File: src/rtl/fifo_cp_pkg.sv
// Package: shared types for the column-parity FIFO.
// Assumes nothing beyond single-clock use.
package fifo_cp_pkg;

    // Accepted transfers for one cycle.
    typedef struct packed {
        logic push_ok;
        logic pop_ok;
    } fifo_cp_xfer_t;

endpackage

File: src/rtl/fifo_cp_ptrs.sv
// Pointer and flag logic: read and write pointers with one extra wrap bit.
// Decides which requests are accepted and derives full and empty from the pointers.
// Assumes DEPTH is a power of two, at least 2.
module fifo_cp_ptrs
    import fifo_cp_pkg::*;
#(
    parameter int DEPTH = 16,
    localparam int AW = $clog2(DEPTH)
) (
    input  logic          clk,
    input  logic          rst_n,
    input  logic          push_i,
    input  logic          pop_i,
    output fifo_cp_xfer_t xfer_o,
    output logic [AW-1:0] wr_idx_o,
    output logic [AW-1:0] rd_idx_o,
    output logic          full_o,
    output logic          empty_o
);

    logic [AW:0] wr_ptr;
    logic [AW:0] rd_ptr;

    // Flags: equal pointers mean empty; equal indices with different wrap bits mean full.
    always_comb begin
        empty_o = (wr_ptr == rd_ptr);
        full_o  = (wr_ptr[AW-1:0] == rd_ptr[AW-1:0]) && (wr_ptr[AW] != rd_ptr[AW]);
    end

    // Acceptance: drop a push while full and a pop while empty.
    always_comb begin
        xfer_o.push_ok = push_i && !full_o;
        xfer_o.pop_ok  = pop_i && !empty_o;
    end

    assign wr_idx_o = wr_ptr[AW-1:0];
    assign rd_idx_o = rd_ptr[AW-1:0];

    // Pointer update on accepted transfers.
    always_ff @(posedge clk) begin
        if (!rst_n) begin
            wr_ptr <= '0;
            rd_ptr <= '0;
        end else begin
            if (xfer_o.push_ok) wr_ptr <= wr_ptr + 1'b1;
            if (xfer_o.pop_ok)  rd_ptr <= rd_ptr + 1'b1;
        end
    end

    AST_NO_OVERFLOW: assert property (@(posedge clk) disable iff (!rst_n)
        full_o && push_i |=> $stable(wr_ptr) || $past(pop_i));
    AST_FLAGS_EXCLUSIVE: assert property (@(posedge clk) disable iff (!rst_n)
        !(full_o && empty_o));
    AST_NO_UNDERFLOW: assert property (@(posedge clk) disable iff (!rst_n)
        empty_o |=> $stable(rd_ptr));

endmodule

File: src/rtl/fifo_cp_store.sv
// Storage array: DEPTH slots of WIDTH bits, one register per slot.
// Writes the accepted word and applies the test-only XOR injection.
// Offers an asynchronous read of the addressed slot.
// Assumes the injection is not aimed at the slot being written in the same cycle.
module fifo_cp_store #(
    parameter int DEPTH = 16,
    parameter int WIDTH = 32,
    localparam int AW = $clog2(DEPTH)
) (
    input  logic             clk,
    input  logic             wr_en_i,
    input  logic [AW-1:0]    wr_idx_i,
    input  logic [WIDTH-1:0] wr_data_i,
    input  logic [AW-1:0]    rd_idx_i,
    output logic [WIDTH-1:0] rd_data_o,
    input  logic             inj_en_i,
    input  logic [AW-1:0]    inj_idx_i,
    input  logic [WIDTH-1:0] inj_mask_i
);

    logic [WIDTH-1:0] slots [DEPTH];

    for (genvar s = 0; s < DEPTH; s++) begin : g_slot
        logic [WIDTH-1:0] slot_q;
        logic             hit_wr;
        logic             hit_inj;

        // Slot select decode.
        always_comb begin
            hit_wr  = wr_en_i && (wr_idx_i == AW'(s));
            hit_inj = inj_en_i && (inj_idx_i == AW'(s));
        end

        // Slot update: a write loads the new word, an injection flips the masked bits.
        always_ff @(posedge clk) begin
            if (hit_wr)       slot_q <= wr_data_i;
            else if (hit_inj) slot_q <= slot_q ^ inj_mask_i;
        end

        assign slots[s] = slot_q;
    end

    assign rd_data_o = slots[rd_idx_i];

endmodule

File: src/rtl/fifo_cp_parity.sv
// Column-parity checker: one WIDTH-bit register XORed with every accepted
// written word and every accepted read word. A non-zero value while the
// buffer is empty sets a sticky fault one edge later.
// Assumes the clear is raised only while the buffer is empty.
module fifo_cp_parity #(
    parameter int WIDTH = 32
) (
    input  logic             clk,
    input  logic             rst_n,
    input  logic             wr_en_i,
    input  logic [WIDTH-1:0] wr_data_i,
    input  logic             rd_en_i,
    input  logic [WIDTH-1:0] rd_data_i,
    input  logic             empty_i,
    input  logic             clr_i,
    output logic             fault_o
);

    logic [WIDTH-1:0] acc_q;
    logic [WIDTH-1:0] delta;

    // Combined update for this cycle; a same-cycle write and read fold into one term.
    always_comb begin
        delta = (wr_en_i ? wr_data_i : '0) ^ (rd_en_i ? rd_data_i : '0);
    end

    // Running parity register; a clear restarts it from zero.
    always_ff @(posedge clk) begin
        if (!rst_n) acc_q <= '0;
        else        acc_q <= (clr_i ? '0 : acc_q) ^ delta;
    end

    // Sticky fault, checked against the registered empty state and parity.
    always_ff @(posedge clk) begin
        if (!rst_n)     fault_o <= 1'b0;
        else if (clr_i) fault_o <= 1'b0;
        else if (empty_i && (acc_q != '0)) fault_o <= 1'b1;
    end

    AST_FAULT_STICKY: assert property (@(posedge clk) disable iff (!rst_n)
        fault_o && !clr_i |=> fault_o);
    AST_CLEAR_WORKS: assert property (@(posedge clk) disable iff (!rst_n)
        clr_i |=> !fault_o);
    AST_CLEAR_ONLY_EMPTY: assert property (@(posedge clk) disable iff (!rst_n)
        clr_i |-> empty_i);
    AST_QUIET_WHILE_HOLDING: assert property (@(posedge clk) disable iff (!rst_n)
        !fault_o && !empty_i |=> !fault_o);

endmodule

File: src/rtl/fifo_cp_top.sv
// Top: synchronous FIFO with a shared column-parity fault detector.
// Connects the pointer logic, the storage array and the parity checker.
// Assumes DEPTH is a power of two (>= 2) and a single clock domain.
module fifo_cp_top
    import fifo_cp_pkg::*;
#(
    parameter int DEPTH = 16,
    parameter int WIDTH = 32,
    localparam int AW = $clog2(DEPTH)
) (
    input  logic             clk,
    input  logic             rst_n,
    input  logic             push_i,
    input  logic [WIDTH-1:0] din_i,
    output logic             full_o,
    input  logic             pop_i,
    output logic [WIDTH-1:0] dout_o,
    output logic             empty_o,
    output logic             fault_o,
    input  logic             fault_clr_i,
    input  logic             inj_en_i,
    input  logic [AW-1:0]    inj_idx_i,
    input  logic [WIDTH-1:0] inj_mask_i
);

    fifo_cp_xfer_t xfer;
    logic [AW-1:0] wr_idx;
    logic [AW-1:0] rd_idx;

    fifo_cp_ptrs #(.DEPTH(DEPTH)) u_ptrs (
        .clk      (clk),
        .rst_n    (rst_n),
        .push_i   (push_i),
        .pop_i    (pop_i),
        .xfer_o   (xfer),
        .wr_idx_o (wr_idx),
        .rd_idx_o (rd_idx),
        .full_o   (full_o),
        .empty_o  (empty_o)
    );

    fifo_cp_store #(.DEPTH(DEPTH), .WIDTH(WIDTH)) u_store (
        .clk        (clk),
        .wr_en_i    (xfer.push_ok),
        .wr_idx_i   (wr_idx),
        .wr_data_i  (din_i),
        .rd_idx_i   (rd_idx),
        .rd_data_o  (dout_o),
        .inj_en_i   (inj_en_i),
        .inj_idx_i  (inj_idx_i),
        .inj_mask_i (inj_mask_i)
    );

    fifo_cp_parity #(.WIDTH(WIDTH)) u_parity (
        .clk       (clk),
        .rst_n     (rst_n),
        .wr_en_i   (xfer.push_ok),
        .wr_data_i (din_i),
        .rd_en_i   (xfer.pop_ok),
        .rd_data_i (dout_o),
        .empty_i   (empty_o),
        .clr_i     (fault_clr_i),
        .fault_o   (fault_o)
    );

endmodule

File: config.mk
export PLATFORM = sky130hd
export DESIGN_NAME = fifo_cp_top
export DESIGN_NICKNAME = d
export VERILOG_FILES = /design/src/rtl/fifo_cp_pkg.sv /design/src/rtl/fifo_cp_ptrs.sv /design/src/rtl/fifo_cp_store.sv /design/src/rtl/fifo_cp_parity.sv /design/src/rtl/fifo_cp_top.sv
export SDC_FILE = /design/constraint.sdc
export NUM_CORES = 1
export LEC_CHECK = 0
export BUFFER_PORTS_ARGS = -buffer_cell sky130_fd_sc_hd__buf_2
export CAP_MARGIN = 30
export CORE_MARGIN = 1
export CORE_UTILIZATION = 37
export DETAILED_ROUTE_END_ITERATION = 10
export HOLD_SLACK_MARGIN = 0.05
export MAX_ROUTING_LAYER = met4
export PLACE_DENSITY = 0.63
export RECOVER_POWER = 25
export SYNTH_ARGS = -nofsm -noshare
export SYNTH_HDL_FRONTEND = slang
export SYNTH_SLANG_ARGS = --single-unit
File: constraint.sdc
create_clock -name clk -period 4.8 [get_ports clk]
set_input_delay 0.48 -clock clk [delete_from_list [all_inputs] [get_ports clk]]
set_output_delay 0.48 -clock clk [all_outputs]
set_load 0.005 [all_outputs]
==> summary.md <==
The flow ran to the end, but the final reports show violations. The checks that failed: max-capacitance violations, max-slew violations. The top flip-flop cell by instance count after synthesis was sky130_fd_sc_hd__edfxtp_1. After clock tree synthesis, the clock-pin slew on the worst setup and hold paths is 0.06 ns.

In this run the tool buffered the top-level ports with 108 buffer cells. Of the cells placed in the final design, the portion with a size suffix greater than 1 is 13.3%. In this run, distinct cell masters in the synthesized netlist total 46. The maximum fanout along the worst path is 36, and the post-layout net count is 3019. In this run the cell area measured after placement is 0.0343 mm^2. In the post-synthesis netlist, the cell with the most instances is sky130_fd_sc_hd__xnor2_1. After clock tree synthesis, the flow added hold-fix buffers numbering 0.

The first global-routing pass estimated 151 mm of wire. For this run, the detailed router's first-pass iteration total came to 5. The sum of overflow across all layers after global routing was 0. Part of the total power dissipated in sequential elements: 45.1%. Global routing used 22.9% of the available tracks.

The number of buffers and inverters on the critical path is 2. For the maximum number of pins on one net before global-route repair, the log shows 132. Summing the sequential cell areas from Yosys gives 49.3% of the chip area. The worst setup path is captured at a flip-flop. The ratio of total power to cell area is 347 mW/mm^2, and the met3 wirelength from detailed routing is 8.20 mm. TritonCTS built the clock tree.

The die covers 0.0902 mm^2. The final clock period utilization by the worst path is 85.9%. The hold violation total from the final report was 0. The run gives 37.3% as the effective utilization at floorplan.

The switching power summed over all nets was 0.00355 W; the die boundary width was 300 um. The iteration-0 DRC count of the detailed router came out at 2378. At the pin with the least slew margin, the transition time is 2.75 ns. The number of nets in the synthesized netlist is 3126.

Measured along the y axis, the die boundary spans 300 um. Placeable core region: 0.0882 mm^2. The minimum period implied by the final worst setup slack works out to 4.12 ns. The logs give 10 for the max-cap violation count and 0 for the post-cts repair resize count. After detailed routing, the number of vias per cell comes to 5.66. In the final routing, the length of wire on met1 measures 43.6 mm. Tightest slew margin relative to the limit: -83.4%. The post-synthesis average cell area is 10.8 um^2. The clock network accounts for 36.8% of the total power. Synthesis inferred 555 register bits. The share of synthesized area in the top cell type comes to 46.7%. STA classifies the critical path startpoint as a flip-flop. The largest single stage delay on the critical path is 1.15 ns.

For the number of rows in the core area, the log shows 109. Clock skew on the completed layout was measured at 0.0288 ns. The analysis attributes to cell leakage a power of 10.6 nW.

The logs give 61 for the total clock buffers created by CTS and 138 for the max-slew violation total from the final report. The slowest stage of the critical path belongs to the cell sky130_fd_sc_hd__o21bai_1. The final layout contains routed wiring with a total length of 101 mm.

Routed length on met2: 46.2 mm. Post-layout total power: 0.0125 W. For the synthesized netlist cell count, the log shows 3047.

The run gives 23500 as the via count. The number of antenna violations at the first check in global routing was 5. Traced cell by cell, the critical path runs through xnor2_1 -> and4_1 -> buf_16 -> a211oi_1 -> o21bai_1 -> buf_4. The min-delay analysis places its worst path in the category primary input to flip-flop. Combinational cells account for 18.1% of the total power. Once layout is done, the placed cells without fillers occupy 0.0359 mm^2. The setup TNS after final layout was 0 ns.

By area the synthesized netlist is led by sky130_fd_sc_hd__edfxtp_1, sky130_fd_sc_hd__xnor2_1, sky130_fd_sc_hd__mux4_2. For flop-to-flop paths, the worst setup slack is 0.68 ns. After synthesis, the most frequently instantiated cells are sky130_fd_sc_hd__xnor2_1, sky130_fd_sc_hd__edfxtp_1, sky130_fd_sc_hd__nand2_1.

For the TritonCTS sink count, the log shows 555. Post-detailed-route DRC marker count: 0. In this design, the largest share of critical-path delay is due to compound AO/OA/AOI/OAI gates.

Detailed placement ended at an HPWL of 59.4 mm. The tools report the data arrival time of the critical path as 4.43 ns. The synthesis warning total is 0. The count of cells in the finished layout, fillers not included, comes to 4160. The logs give 0.243 GHz for the maximum achievable frequency and 109 for the I/O pin total.

Setup violations remaining at the end of the flow were counted as 0. The via count of the first global-routing pass came out at 23200. Insertion delay to the later sink of the worst-skew pair: 0.64 ns.

The fraction of synthesis flops using an asynchronous set or reset pin came out at 0%. The internal power was 0.00893 W; the area overhead of the layout relative to synthesis was 8.98%. For the worst setup path, the data required time is 5.10 ns.

Placer's final routability congestion estimate: 0.824. Clock root buffer: sky130_fd_sc_hd__clkbuf_16. VDD sags by at most 0.308 mV. The logs give 2 for the H-tree depth and 0.385 ns for the smallest hold slack.

The highest metal layer carrying signal wires in the routed design is met4. The number of synthesized flops with an enable pin was 512; the maximum clock path buffer count was 3. The tools report the number of instances in the placed design as 4040.

The fill cell instance count of the final layout was 8384. The share of total power consumed by net switching was 28.4%. The class of the most critical setup path was flip-flop to flip-flop. Post-CTS timing repair inserted 0 buffers for setup.

The run gives 0 as the number of antenna-violating nets in the routed design. The average wire per standard cell was 24.2 um; the netlist area before placement was 0.0329 mm^2. sky130_fd_sc_hd__edfxtp_1 takes more of the synthesized area than any other cell. Setup repair after global routing left no endpoint under its margin.
-- per-layer routing --
layer / GRT usage [%] / vias up
met5: - / -
met2: 35.3 / 1027
li1: - / 10700
met1: 31.3 / 11600
met3: 3.33 / 164
met4: 6.49 / 0
-- power groups by stage --
stage | sequential [W] | clock (W) | combinational [W]
4_1_cts | 0.00562 | 0.00464 | 0.00229
6_report | 0.00563 | 0.00459 | 0.00226
5_1_grt | 0.00564 | 0.00481 | 0.00242
3_3_place_gp | 0.00572 | 0 | 0.00224
2_1_floorplan | 0.00569 | 0 | 0.00155
3_5_place_dp | 0.00572 | 0 | 0.00228
-- state kept, by name (all words and copies together) (netlist names) --
signal and cells:
u_store.g_slot.slot_q 512, u_parity.acc_q 32, u_ptrs.rd_ptr 5, u_ptrs.wr_ptr 5, u_parity.fault_o 1
-- stage by stage --
step	setup slack, ns	utilization, %
final	0.677	40.7
after global routing	0.607	40.7
after CTS	1.26	41.1
after detailed placement	1.58	38.9
after global placement	1.58	38.8
after floorplan	1.06	-
-- final timing paths --
check | from | to | cells past startpoint
setup / recovery | u_ptrs.rd_ptr[3] | u_store.g_slot[4].slot_q[6] | 6
hold / removal | din_i[4] | u_store.g_slot[5].slot_q[4] | 3
setup reg to reg | u_ptrs.rd_ptr[3] | u_store.g_slot[4].slot_q[6] | 6
hold reg to reg | u_parity.fault_o | u_parity.fault_o | 2
-- cell families after synthesis --
| logic type | synth area share [%] |
|---|---|
| muxes | 8.81 |
| buffers and inverters | 4.67 |
| xor gates and xnor gates | 14.0 |
| and+or+nand+nor | 9.50 |
| DFF | 49.3 |
| AOI/OAI and AO/OA | 13.6 |
| adders and majority gates | 0.190 |
-- worst min-delay path: stages --
cell                      delay, ns
sky130_fd_sc_hd__buf_2         0.21
sky130_fd_sc_hd__nand2_1       0.09
sky130_fd_sc_hd__o21ai_0       0.07
-- placed cells by master (no fill, tap or decap), types with 41 or more instances in the layout --
cell type,netlist,routed
sky130_fd_sc_hd__a21oi_1,162,162
sky130_fd_sc_hd__a22oi_1,64,64
sky130_fd_sc_hd__buf_2,76,107
sky130_fd_sc_hd__buf_4,22,41
sky130_fd_sc_hd__clkbuf_16,0,62
sky130_fd_sc_hd__dfxtp_1,43,41
sky130_fd_sc_hd__edfxtp_1,512,512
sky130_fd_sc_hd__mux4_2,128,128
sky130_fd_sc_hd__nand2_1,423,423
sky130_fd_sc_hd__nor2_1,132,131
sky130_fd_sc_hd__o21ai_0,414,411
sky130_fd_sc_hd__xnor2_1,522,521
-- area by class of cell --
| cell class | instances | area, um^2 | share of cell area [%] |
|---|---|---|---|
| diodes | 4 | 10.0 | 0.0279 |
| clock buffers | 92 | 1750 | 4.89 |
| clock inverters | 22 | 140 | 0.390 |
| inverters | 3 | 11.3 | 0.0314 |
| multi-input cells | 2158 | 15300 | 42.5 |
| flip-flops and latches | 555 | 16200 | 45.2 |
| well taps | 1165 | 1460 | 4.06 |
| repair buffers | 161 | 1020 | 2.84 |
Power figures use the tool's default switching activity.
